`config.mk`:
```
export PLATFORM = sky130hd
export DESIGN_NAME = vld_decoder
export DESIGN_NICKNAME = d
export VERILOG_FILES = /design/src/rtl/vld_pkg.sv /design/src/rtl/vld_fields.sv /design/src/rtl/vld_length.sv /design/src/rtl/vld_ctrl.sv /design/src/rtl/vld_decoder.sv
export SDC_FILE = /design/constraint.sdc
export NUM_CORES = 1
export LEC_CHECK = 0
export BUFFER_PORTS_ARGS = -buffer_cell sky130_fd_sc_hd__buf_2
export CORE_UTILIZATION = 31
export DETAILED_ROUTE_END_ITERATION = 16
export PLACE_DENSITY = 0.8
export SYNTH_ARGS = -nofsm -noshare
export SYNTH_HDL_FRONTEND = slang
export SYNTH_SLANG_ARGS = --single-unit
```
`constraint.sdc`:
```
create_clock -name vclk -period 1.45
set_input_delay 0.29 -clock vclk [all_inputs]
set_output_delay 0.29 -clock vclk [all_outputs]
set_load 0.02 [all_outputs]
```
`src/rtl/vld_pkg.sv`:
```
package vld_pkg;

    localparam int NIB_W = 4;
    localparam int SRC_W = 3;

    typedef enum logic [3:0] {
        MJ_SYS   = 4'h0,
        MJ_ALU_R = 4'h1,
        MJ_MOV_R = 4'h2,
        MJ_MEM_R = 4'h3,
        MJ_FLOW  = 4'h4,
        MJ_ALU_I = 4'h5,
        MJ_MOV_I = 4'h6,
        MJ_MEM_I = 4'h7,
        MJ_LEA2  = 4'h8,
        MJ_LEA3  = 4'h9,
        MJ_LEA6  = 4'hA,
        MJ_LEA7  = 4'hB,
        MJ_RSV_C = 4'hC,
        MJ_RSV_D = 4'hD,
        MJ_RSV_E = 4'hE,
        MJ_CBR   = 4'hF
    } major_e;

    typedef enum logic [SRC_W-1:0] {
        SRC_NONE   = 3'd0,
        SRC_AGEN   = 3'd1,
        SRC_ALU    = 3'd2,
        SRC_MUL    = 3'd3,
        SRC_SHIFT  = 3'd4,
        SRC_DIRECT = 3'd5,
        SRC_LINK   = 3'd6
    } res_src_e;

    localparam logic [NIB_W-1:0] MN_STOP = 4'h0;
    localparam logic [NIB_W-1:0] MN_RET  = 4'h1;
    localparam logic [NIB_W-1:0] MN_SHR  = 4'h8;
    localparam logic [NIB_W-1:0] MN_SAR  = 4'h9;
    localparam logic [NIB_W-1:0] MN_SAL  = 4'hA;
    localparam logic [NIB_W-1:0] MN_MUL  = 4'hC;
    localparam logic [NIB_W-1:0] MN_IMUL = 4'hD;
    localparam logic [NIB_W-1:0] MN_CALL = 4'hE;
    localparam logic [NIB_W-1:0] MN_JMP  = 4'hF;

    typedef struct packed {
        logic     reg_we;
        logic     load;
        logic     store;
        logic     cond;
        logic     use_imm;
        logic     call;
        logic     jump;
        logic     ret;
        logic     stop;
        res_src_e src;
        logic     agen_s;
        logic     agen_z;
        logic     agen_d;
        logic     mul_signed;
        logic     shift_left;
        logic     shift_arith;
    } ctrl_t;

endpackage

```
`src/rtl/vld_fields.sv`:
```
module vld_fields #(
    parameter int BYTE_W = 8,
    parameter int NIB_W  = 4
) (
    input  logic [BYTE_W-1:0] b0,
    input  logic [BYTE_W-1:0] b1,
    input  logic [BYTE_W-1:0] b2,
    output logic [NIB_W-1:0]  f_major,
    output logic [NIB_W-1:0]  f_minor,
    output logic [NIB_W-1:0]  f_rd,
    output logic [NIB_W-1:0]  f_rs,
    output logic [NIB_W-1:0]  f_rz,
    output logic [NIB_W-1:0]  f_shamt
);
    localparam int HI_TOP = BYTE_W - 1;
    localparam int HI_BOT = BYTE_W - NIB_W;
    localparam int LO_TOP = NIB_W - 1;

    // Upper nibble of each byte carries the first field, lower nibble the second
    always_comb begin
        f_major = b0[HI_TOP:HI_BOT];
        f_minor = b0[LO_TOP:0];
        f_rd    = b1[HI_TOP:HI_BOT];
        f_rs    = b1[LO_TOP:0];
        f_rz    = b2[HI_TOP:HI_BOT];
        f_shamt = b2[LO_TOP:0];
    end
endmodule

```
`src/rtl/vld_length.sv`:
```
module vld_length
    import vld_pkg::*;
#(
    parameter int LEN_W = 4
) (
    input  logic [NIB_W-1:0] mj,
    output logic [LEN_W-1:0] len,
    output logic             rsv
);
    localparam logic [LEN_W-1:0] LEN_SHORT = LEN_W'(2);
    localparam logic [LEN_W-1:0] LEN_SCALE = LEN_W'(3);
    localparam logic [LEN_W-1:0] LEN_WIDE  = LEN_W'(6);
    localparam logic [LEN_W-1:0] LEN_DISP  = LEN_W'(7);
    localparam logic [LEN_W-1:0] LEN_LONG  = LEN_W'(10);

    always_comb begin
        len = '0;
        rsv = 1'b0;
        unique case (major_e'(mj))
            MJ_SYS, MJ_ALU_R, MJ_MOV_R, MJ_MEM_R, MJ_LEA2:
                len = LEN_SHORT;
            MJ_LEA3:
                len = LEN_SCALE;
            MJ_FLOW, MJ_ALU_I, MJ_MOV_I, MJ_MEM_I, MJ_LEA6:
                len = LEN_WIDE;
            MJ_LEA7:
                len = LEN_DISP;
            MJ_CBR:
                len = LEN_LONG;
            MJ_RSV_C, MJ_RSV_D, MJ_RSV_E:
                rsv = 1'b1;
        endcase
    end

    // only the five legal sizes, and zero exactly on reserved codes
    always_comb begin
        if (rsv) begin
            a_r2_len_zero_rsv: assert (len == '0)
                else $error("reserved code with nonzero length");
        end else begin
            a_r2_len_legal: assert (len == LEN_SHORT || len == LEN_SCALE ||
                                    len == LEN_WIDE  || len == LEN_DISP ||
                                    len == LEN_LONG)
                else $error("illegal length value");
        end
    end
endmodule

```
`src/rtl/vld_ctrl.sv`:
```
module vld_ctrl
    import vld_pkg::*;
(
    input  logic [NIB_W-1:0] mj,
    input  logic [NIB_W-1:0] mn,
    input  logic             rsv,
    output ctrl_t            c,
    output logic             sel_idx
);
    logic arith_mul;
    logic arith_shift;

    always_comb begin
        arith_mul   = (mn == MN_MUL) || (mn == MN_IMUL);
        arith_shift = (mn == MN_SHR) || (mn == MN_SAR) || (mn == MN_SAL);
    end

    always_comb begin
        c       = '0;
        c.src   = SRC_NONE;
        sel_idx = 1'b0;
        if (!rsv) begin
            unique case (major_e'(mj))
                MJ_SYS: begin
                    c.stop = (mn == MN_STOP);
                    c.ret  = (mn == MN_RET);
                end
                MJ_ALU_R, MJ_ALU_I: begin
                    c.reg_we  = 1'b1;
                    c.use_imm = (major_e'(mj) == MJ_ALU_I);
                    if (arith_mul) begin
                        c.src        = SRC_MUL;
                        c.mul_signed = (mn == MN_IMUL);
                    end else if (arith_shift) begin
                        c.src         = SRC_SHIFT;
                        c.shift_left  = (mn == MN_SAL);
                        c.shift_arith = (mn == MN_SAR) || (mn == MN_SAL);
                    end else begin
                        c.src = SRC_ALU;
                    end
                end
                MJ_MOV_R, MJ_MOV_I: begin
                    c.reg_we  = 1'b1;
                    c.src     = SRC_DIRECT;
                    c.use_imm = (major_e'(mj) == MJ_MOV_I);
                end
                MJ_MEM_R, MJ_MEM_I: begin
                    c.src    = SRC_AGEN;
                    c.load   = ~mn[3];
                    c.store  = mn[3];
                    c.reg_we = ~mn[3];
                    c.agen_s = mn[0];
                    c.agen_z = mn[1];
                    c.agen_d = mn[2];
                end
                MJ_FLOW: begin
                    if (mn == MN_CALL) begin
                        c.call   = 1'b1;
                        c.reg_we = 1'b1;
                        c.src    = SRC_LINK;
                    end else if (mn == MN_JMP) begin
                        c.jump = 1'b1;
                    end else begin
                        c.cond = 1'b1;
                        c.src  = SRC_ALU;
                    end
                end
                MJ_LEA2, MJ_LEA3, MJ_LEA6, MJ_LEA7: begin
                    sel_idx  = 1'b1;
                    c.reg_we = 1'b1;
                    c.src    = SRC_AGEN;
                    c.agen_s = mn[0];
                    c.agen_z = mn[1];
                    c.agen_d = mn[2];
                end
                MJ_CBR: begin
                    c.cond    = 1'b1;
                    c.use_imm = 1'b1;
                    c.src     = SRC_ALU;
                end
                MJ_RSV_C, MJ_RSV_D, MJ_RSV_E: begin
                    c.src = SRC_NONE;
                end
            endcase
        end
    end

    // Invariants over the control word, with rsv driven by the length decoder
    always_comb begin
        a_r3_ldst_exclusive: assert (!(c.load && c.store))
            else $error("load and store together");
        a_r5_flow_onehot: assert ($onehot0({c.call, c.jump, c.cond, c.ret, c.stop}))
            else $error("control-flow flags overlap");
        if (c.call) begin
            a_r7_call_writes: assert (c.reg_we)
                else $error("call without register write");
        end
        if (rsv) begin
            a_r12_rsv_quiet: assert (!c.reg_we && !c.load && !c.store && !c.cond &&
                                     !c.use_imm && c.src == SRC_NONE && !sel_idx)
                else $error("reserved code left an enable high");
        end
    end
endmodule

```
`src/rtl/vld_decoder.sv`:
```
module vld_decoder
    import vld_pkg::*;
#(
    parameter int BYTE_W = 8,
    parameter int LEN_W  = 4
) (
    input  logic [BYTE_W-1:0] op_b0,
    input  logic [BYTE_W-1:0] op_b1,
    input  logic [BYTE_W-1:0] op_b2,
    output logic [3:0]        major,
    output logic [3:0]        minor,
    output logic [3:0]        reg_dst,
    output logic [3:0]        reg_src,
    output logic [3:0]        reg_idx,
    output logic [3:0]        shamt,
    output logic [3:0]        rd_a_reg,
    output logic [3:0]        rd_b_reg,
    output logic [LEN_W-1:0]  ins_len,
    output logic              illegal,
    output logic              reg_we,
    output logic              is_load,
    output logic              is_store,
    output logic              is_cond,
    output logic              use_imm,
    output logic [2:0]        res_src,
    output logic              agen_use_s,
    output logic              agen_use_z,
    output logic              agen_use_d,
    output logic              mul_signed,
    output logic              shift_left,
    output logic              shift_arith,
    output logic              is_call,
    output logic              is_jump,
    output logic              is_return,
    output logic              is_stop
);
    logic [NIB_W-1:0] f_major, f_minor, f_rd, f_rs, f_rz, f_shamt;
    logic             rsv;
    logic             sel_idx;
    ctrl_t            cw;

    vld_fields #(.BYTE_W(BYTE_W), .NIB_W(NIB_W)) u_fields (
        .b0(op_b0), .b1(op_b1), .b2(op_b2),
        .f_major(f_major), .f_minor(f_minor),
        .f_rd(f_rd), .f_rs(f_rs), .f_rz(f_rz), .f_shamt(f_shamt)
    );

    vld_length #(.LEN_W(LEN_W)) u_length (
        .mj(f_major), .len(ins_len), .rsv(rsv)
    );

    vld_ctrl u_ctrl (
        .mj(f_major), .mn(f_minor), .rsv(rsv), .c(cw), .sel_idx(sel_idx)
    );

    always_comb begin
        major       = f_major;
        minor       = f_minor;
        reg_dst     = f_rd;
        reg_src     = f_rs;
        reg_idx     = f_rz;
        shamt       = f_shamt;
        rd_a_reg    = sel_idx ? f_rz : f_rd;
        rd_b_reg    = f_rs;
        illegal     = rsv;
        reg_we      = cw.reg_we;
        is_load     = cw.load;
        is_store    = cw.store;
        is_cond     = cw.cond;
        use_imm     = cw.use_imm;
        res_src     = cw.src;
        agen_use_s  = cw.agen_s;
        agen_use_z  = cw.agen_z;
        agen_use_d  = cw.agen_d;
        mul_signed  = cw.mul_signed;
        shift_left  = cw.shift_left;
        shift_arith = cw.shift_arith;
        is_call     = cw.call;
        is_jump     = cw.jump;
        is_return   = cw.ret;
        is_stop     = cw.stop;
    end
endmodule

```
==> metrics, run 1 <==
crit path cell chain buf_6 -> or4b_4 -> nor3_4 -> or2_4 -> buf_6; critical path fanouts, max 5; combinational power share 100.0%; number of placement rows 16; routability congestion estimate from global placement just over 0.8; # setup viols final 9; initial core utilization 32.78%; DIE HEIGHT 47.55 um; total track usage 15.09%; initial drt markers 8; post-synthesis mux area share under 10%; fmax between 500 and 600 MHz; leading area contributor after synthesis buf_4; Post-CTS Hold Fix Bufs 0; slowest stage delay, CP 0.59 ns; switching share of power around 53%; Setup crit start kind primary input; unrepaired setup endpoints after global routing true; number of nets in the layout 165; critical path class in2out; initial antenna violation count 0; main combinational cell family by area after synthesis buffers and inverters; top post-synthesis cells by area buf_4 33%, buf_6 7.0%, mux2_2 7.0%; Worst EP arrival about 1.4 ns; Final period util 118.1%; outcome finished, violations left; Final WS setup -0.2625 ns; xor/xnor share of the synthesized area around 2.7%; power density cells about 330 nW/um2; setup TNS -1.466 ns; layout clock buffer count 0; area grow syn2layout 69.26%; drt total wl between 2000 and 2500 um; share of cells above drive strength 1 ~76%; Placed Instance Area around 830 um2; Core Footprint 1962 um2; top-count cell post-synth buf_4; mapped cell area 643.1 um2; worst hold-check path type in2out; Gate Count Post-Synth 92; # port buffers 59; Clk pwr share 0%; final core occ 55.48%; post-route cell area 1089 um2; Post-DP HPWL roughly 1500 um; Adder-Cell Fraction of Synth Area 0%; ANT cells 0; Netlist cell types 28; first-pass GRT wire length 2608 um; DRC 0; Yosys warning count 0; worst slew pin tran roughly 0.28 ns; detailed-route via count between 800 and 900; Compound-Gate Fraction of Synth Area roughly an eighth; worst hold margin ~0.58 ns; register area share after synthesis 0%; crit end category primary output; number of buffers and inverters on the critical path 2; Sw Pwr 192.7 uW; Final Instance Count excl. Fillers approximately 170; GRT Residual Overflow 0; Post-Syn Nets 116; Via density between 4 and 5; vias in the first global route ~670; routed length per instance between 10 and 15 um; fill cell count between 150 and 200; critical path's top delay family simple AND/OR/NAND/NOR gates; Die ar. 2261 um2; met2 wire len approximately 1100 um; Synth top area share approximately 33%; CP required roughly 1.2 ns; Max Cap Viol 0; most used cell, CP buf_6; Worst slew margin between 80% and 90%; Crit-path slowest cell or4b_4; mean post-synth cell area 6.990 um2; VDD IR max 146.3 uV; Inst Count DP ~160; share of power burned in registers 0%; crit path time final about 1.7 ns; Pleak between 0.6 and 0.7 nW; area of the multi-input gates between 400 and 500 um2; failing checks negative setup slack; Final Hold Viols 0; Int Power 168.0 uW; Reg area 0 um2; ANT nets after route 0; largest net degree at the start of global routing 12; Simple-Gate Fraction of Synth Area 34.24%; WL met1 between 800 and 900 um; Synth top cells by count 28 x buf_4, 8 x nor2_1, 6 x nand2_1; io pins a little under 80; first drt pass iteration count 4; WL met3 approximately 190 um; final slew viol count 0; max layer used met4; chip width around 48 um; num sequential 0
per-layer routing:
layer  vias up  track usage (%)
met2        45            31.78
met5         -                0
met1       378            16.04
li1        376                -
met3         4            1.132
met4         0            2.778
placed cells by master, fill, tap and decap left out, drive strengths merged:
cell / netlist / final
nor3: 4 / 4
nor2: 8 / 8
nor3b: 3 / 3
nand2b: 3 / 3
inv: 4 / 4
or2: 1 / 1
a211o: 1 / 1
nor2b: 2 / 2
a22o: 1 / 1
a41o: 1 / 1
and3: 3 / 3
nand3: 3 / 3
o21ai: 3 / 3
and2: 3 / 3
mux2: 4 / 4
o31ai: 1 / 1
clkbuf: 1 / 1
o2bb2ai: 1 / 1
nor4b: 1 / 1
xnor2: 2 / 2
or4b: 1 / 1
o22ai: 1 / 1
a21oi: 2 / 2
nand2: 6 / 6
buf: 32 / 79
through the flow:
step / power, mW / setup WS, ns
after floorplan: 0.2543 / -0.3271
after global placement: 0.2798 / -0.2790
after detailed placement: 0.2848 / -0.3219
after CTS: 0.3307 / -0.2795
after global routing: 0.3836 / -0.2947
final: 0.3607 / -0.2625
power by group through the flow:
| stage | Sequential (mW) | Clock [mW] | Combinational [mW] |
|---|---|---|---|
| 5_1_grt | 0 | 0 | 0.384 |
| 2_1_floorplan | 0 | 0 | 0.254 |
| 3_5_place_dp | 0 | 0 | 0.285 |
| 3_3_place_gp | 0 | 0 | 0.280 |
| 4_1_cts | 0 | 0 | 0.331 |
| 6_report | 0 | 0 | 0.361 |
kinds of logic after synthesis:
group / count (synthesis)
AOI/OAI and AO/OA: 11
xor gates and xnor gates: 2
buffers and inverters: 37
muxes: 4
and+or+nand+nor: 38
area by class of cell:
cell class / count / share of cell area (%)
Tap cell: 27 / 3.103
Timing Repair Buffer: 80 / 52.41
Inverter: 4 / 1.379
Multi-Input combinational cell: 55 / 43.10
final timing paths:
check,from,end,slack [ns],cells past startpoint
setup / recovery,op_b0[4],reg_we,-0.26,5
hold / removal,op_b2[3],shamt[3],0.58,0
what timing repair did:
action	in CTS	in global routing
gates cloned	0	2
buffers inserted	3	0
gates resized for setup	34	23
endpoints found under the setup margin	21	24
pin swaps	7	6
(Power assumes the default switching activity.)
==> run 2, diff against run 1 <==
Settings changed: CORE_UTILIZATION 31 to 32, SYNTH_HIERARCHICAL set to 1.
==> metrics, run 2 <==
initial antenna violation count 0; Worst EP arrival ~1.7 ns; min-delay src op_b2[0]; critical path class in2out; Setup crit start kind primary input; Yosys warning count 6; combinational power share 100.0%; met2 Track Usage GR approximately two fifths; critical path launch point op_b0[6]; CP required 1.16 ns; leading area contributor after synthesis buf_4; vias in the first global route between 800 and 900; detailed-route via count between 1k and 1.5k; total track usage about 23%; failing checks negative setup slack; pre-CTS setup slack -0.4862 ns; Crit-path slowest cell or4b_4; top-count cell post-synth buf_4; most frequent cells in the layout 36 x buf_4, 35 x buf_2, 19 x buf_6; Int Power between 200 and 250 uW; Max Cap Viol 0; # setup viols final 23; Netlist cell types 34; area grow syn2layout 117.2%; commonest non-fill, non-tap cell in the layout buf_4; number of buffers and inverters on the critical path 2; DRC 0; unrepaired setup endpoints after global routing true; VDD IR max approximately 250 uV; area of the multi-input gates 674.4 um2; register area share after synthesis 0%; final slew viol count 0; crit path time final just under 2 ns; crit path cell chain buf_8 -> nand2_8 -> a21oi_4 -> or2_4 -> or4b_4 -> nor3b_4 -> buf_6; mapped cell area 684.4 um2; Synth top area share approximately 31%; Clk pwr share 0%; number of nets in the layout approximately 190; fmax just over 500 MHz; Final period util 133.6%; largest net degree at the start of global routing 16; met3 Usage GRT 2.963%; Sw Pwr between 200 and 300 uW; switching share of power between 50% and 60%; first drt pass iteration count 4; crit end category primary output; Pleak slightly above 0.7 nW; share of cells above drive strength 1 between 80% and 90%; initial core utilization ~35%; Final Hold Viols 0; Synth top cells by count 28 x buf_4, 7 x nor3_1, 6 x nand2_1, 6 x nor2_1, 5 x clkbuf_1; setup TNS -5.597 ns; drt total wl approximately 3700 um; outcome finished, violations left; critical path's top delay family simple AND/OR/NAND/NOR gates; GRT Residual Overflow 0; Post-DP HPWL ~1700 um; Reg area 0 um2; Final WS setup -0.4876 ns; Via density between 5 and 6; worst hold-check path type in2out; fill cell count around 120; # port buffers 59; slowest stage delay, CP ~0.52 ns; Gate Count Post-Synth between 100 and 150; top post-synthesis cells by area buf_4 31%, mux2_2 6.6%, nor3_1 5.1%; routed length per instance between 15 and 20 um; Die ar. between 2000 and 2500 um2; initial drt markers 19; critical path fanouts, max 2; routability congestion estimate from global placement ~0.81; mean post-synth cell area between 6 and 7 um2; busiest metal layer after global routing met2; DIE HEIGHT around 48 um; number of placement rows 16; io pins between 70 and 80; worst slew pin tran just under 0.3 ns; num sequential 0; power density cells 341.2 nW/um2; Post-CTS Hold Fix Bufs 0; Core Footprint just under 2000 um2; ANT nets after route 0; final core occ between 70% and 80%; first-pass GRT wire length 3781 um; layout clock buffer count 0; chip width 48.25 um; routing usage on met1 about a quarter; Worst slew margin between 80 and 90%; Post-Syn Nets between 100 and 150; share of power burned in registers 0%; ANT cells 0
## run 2: cell count changes after synthesis, moves of 3 or more
cell / previous run / this run
clkbuf_1: 0 / 5
nor3_1: 3 / 7
buf_6: 4 / 1
o21ai_0: 3 / 0
or3_1: 0 / 3
## run 2: power groups by stage
| stage | clock, mW | sequential [mW] | combinational, mW |
|---|---|---|---|
| 2_1_floorplan | 0 | 0 | 0.302 |
| 3_3_place_gp | 0 | 0 | 0.328 |
| 3_5_place_dp | 0 | 0 | 0.337 |
| 4_1_cts | 0 | 0 | 0.394 |
| 5_1_grt | 0 | 0 | 0.528 |
| 6_report | 0 | 0 | 0.507 |
## run 2: final cells by class
class / count / share of cell area (%)
inverter: 3 / 0.7576
multi-input combinational: 66 / 45.37
tap: 27 / 2.273
timing repair buffer: 97 / 51.60
## run 2: repair_timing
action | in CTS | in global routing
gates resized for setup | 44 | 51
setup endpoints to repair | 22 | 23
endpoints found under the hold margin | 0 | 0
pin swaps | 5 | 13
cloned | 0 | 0
buffers inserted | 6 | 15
## run 2: cell families after synthesis
group	share of synthesized area, %
compound gates	14.44
xor+xnor	2.560
buf+inv	36.75
mux	6.581
simple gates	39.67
## run 2: path summary, 6_finish.rpt
path	slack [ns]	cells after the start	to
setup / recovery	-0.49	7	shift_left
hold / removal	0.58	0	shamt[0]
## run 2: metrics by stage
step                hold WS [ns]  area [um2]  std cells  total power, mW
floorplan                 0.6809       802.0        103           0.3016
global placement          0.5801       996.0        175           0.3277
detailed placement        0.5801       996.0        175           0.3373
CTS                       0.5801        1201        181           0.3943
global route              0.5801        1486        193           0.5283
finish                    0.5800        1486        193           0.5072
## run 2: metal layers
| metal | up-vias | share of wire [%] |
|---|---|---|
| met5 | - | 0 |
| met2 | 60 | 55 |
| met1 | 507 | 35 |
| li1 | 463 | - |
| met4 | 0 | 4.3 |
| met3 | 16 | 6.0 |
==> run 3, diff against run 2 <==
--- a/config.mk
+++ b/config.mk
@@ -8,2 +8,3 @@
 export BUFFER_PORTS_ARGS = -buffer_cell sky130_fd_sc_hd__buf_2
+export CORE_MARGIN = 3
 export CORE_UTILIZATION = 32
==> constraint.sdc (replaced) <==
create_clock -name vclk -period 1.45
set_input_delay 0.2175 -clock vclk [all_inputs]
set_output_delay 0.2175 -clock vclk [all_outputs]
set_load 0.02 [all_outputs]
==> metrics, run 3 (same netlist as run 2, synthesis figures left out) <==
# setup viols final 14; share of cells above drive strength 1 between 70 and 80%; crit path time final between 1.5 and 2 ns; Inst Count DP approximately 180; ANT cells 0; initial core utilization roughly a third; Final Instance Count excl. Fillers about 180; initial antenna violation count 0; most used cell, CP buf_6; largest net degree at the start of global routing 20; Crit-path slowest cell or4b_4; DRC 0; number of nets in the layout 182; total track usage between 15 and 20%; worst hold-check path type in2out; final slew viol count 0; first drt pass iteration count 4; vias in the first global route slightly below 800; first-pass GRT wire length approximately 3500 um; setup TNS -1.913 ns; io pins between 70 and 80; crit path cell chain buf_6 -> nand2_4 -> a21oi_4 -> or2_4 -> or4b_4 -> nor3b_4 -> buf_6; # port buffers 59; DIE HEIGHT ~52 um; drt total wl 2685 um; GRT Residual Overflow 0; Core Footprint ~2000 um2; commonest non-fill, non-tap cell in the layout buf_2; Worst slew margin a little over four fifths; Die ar. between 2000 and 3000 um2; Reg area 0 um2; initial drt markers 23; slowest stage delay, CP roughly 0.52 ns; critical path launch point op_b0[6]; VDD IR max between 200 and 250 uV; crit end category primary output; Worst EP arrival around 1.5 ns; Post-DP HPWL 1806 um; outcome finished, violations left; Max Cap Viol 0; worst hold margin 0.4350 ns; CP required about 1.2 ns; chip width 52.25 um; critical path class in2out; Final period util 118.7%; most frequent cells in the layout 42 x buf_2, 34 x buf_4, 9 x buf_6; PnR Total Power approximately 420 uW; Final WS setup -0.2709 ns; Final Hold Viols 0; layout clock buffer count 0; ANT nets after route 0; power density cells about 330 nW/um2; Setup crit start kind primary input; Pleak slightly above 0.6 nW; number of placement rows 16; area grow syn2layout 83.73%; fmax between 500 and 600 MHz; routed length per instance 14.67 um; unrepaired setup endpoints after global routing true; routability congestion estimate from global placement 0.8502; min-delay src op_b2[1]; CP endpoint shift_left; Via density just over 5; critical path fanouts, max 2; failing checks negative setup slack; worst slew pin tran 0.2452 ns; detailed-route via count between 900 and 1k; num sequential 0
run 3: changes by cell type in the layout (fill, tap and decap cells not counted), sizes merged:
cell    before  now
buf         96   87
clkbuf       1    0
run 3: final cells by class:
cell class,count,area [um2]
fill,162,744.5
multi-input combinational,66,610.6
tap,27,33.78
timing repair buffer,87,601.8
inverter,3,11.26
run 3: critical path: cells and delay by family:
kind / cells / cell delay (ns)
AOI/OAI and AO/OA: 1 / 0.03
buffers and inverters: 2 / 0.24
and+or+nand+nor: 4 / 1.01
run 3: how the worst min path moves through the flow:
stage	endpoint	depth (start not counted)
2_1_floorplan	major[2]	1
3_3_place_gp	shamt[0]	0
3_5_place_dp	shamt[0]	0
4_1_cts	shamt[0]	0
5_1_grt	shamt[1]	0
6_report	shamt[1]	0
run 3: report_power, final:
group / total (mW) / switching, mW / leakage [nW] / internal, mW
Sequential: 0 / 0 / 0 / 0
Combinational: 0.416 / 0.232 / 0.616 / 0.184
Clock: 0 / 0 / 0 / 0
Total: 0.416 / 0.232 / 0.616 / 0.184
run 3: what timing repair did:
action                     in CTS  in global routing
pin swaps                       2                  5
hold buffers                    0                  0
setup endpoints to repair      19                 20
setup buffers                   0                  8
gates resized for setup        27                 28
run 3: stage by stage:
| step | utilization [%] | worst slack, ns | instance area (um2) |
|---|---|---|---|
| 2_1_floorplan | - | -0.3970 | 784.5 |
| 3_3_place_gp | 48.94 | -0.3026 | 979.7 |
| 3_5_place_dp | 48.94 | -0.3135 | 979.7 |
| 4_1_cts | 54.31 | -0.2718 | 1087 |
| 5_1_grt | 62.81 | -0.2931 | 1257 |
| 6_report | 62.81 | -0.2709 | 1257 |
run 3: layer usage:
metal | part of all wire (%) | GRT usage [%]
met1 | 37 | 19.28
met4 | 3.1 | 2.553
met3 | 9.3 | 3.419
met2 | 51 | 29.50
met5 | 0 | 0
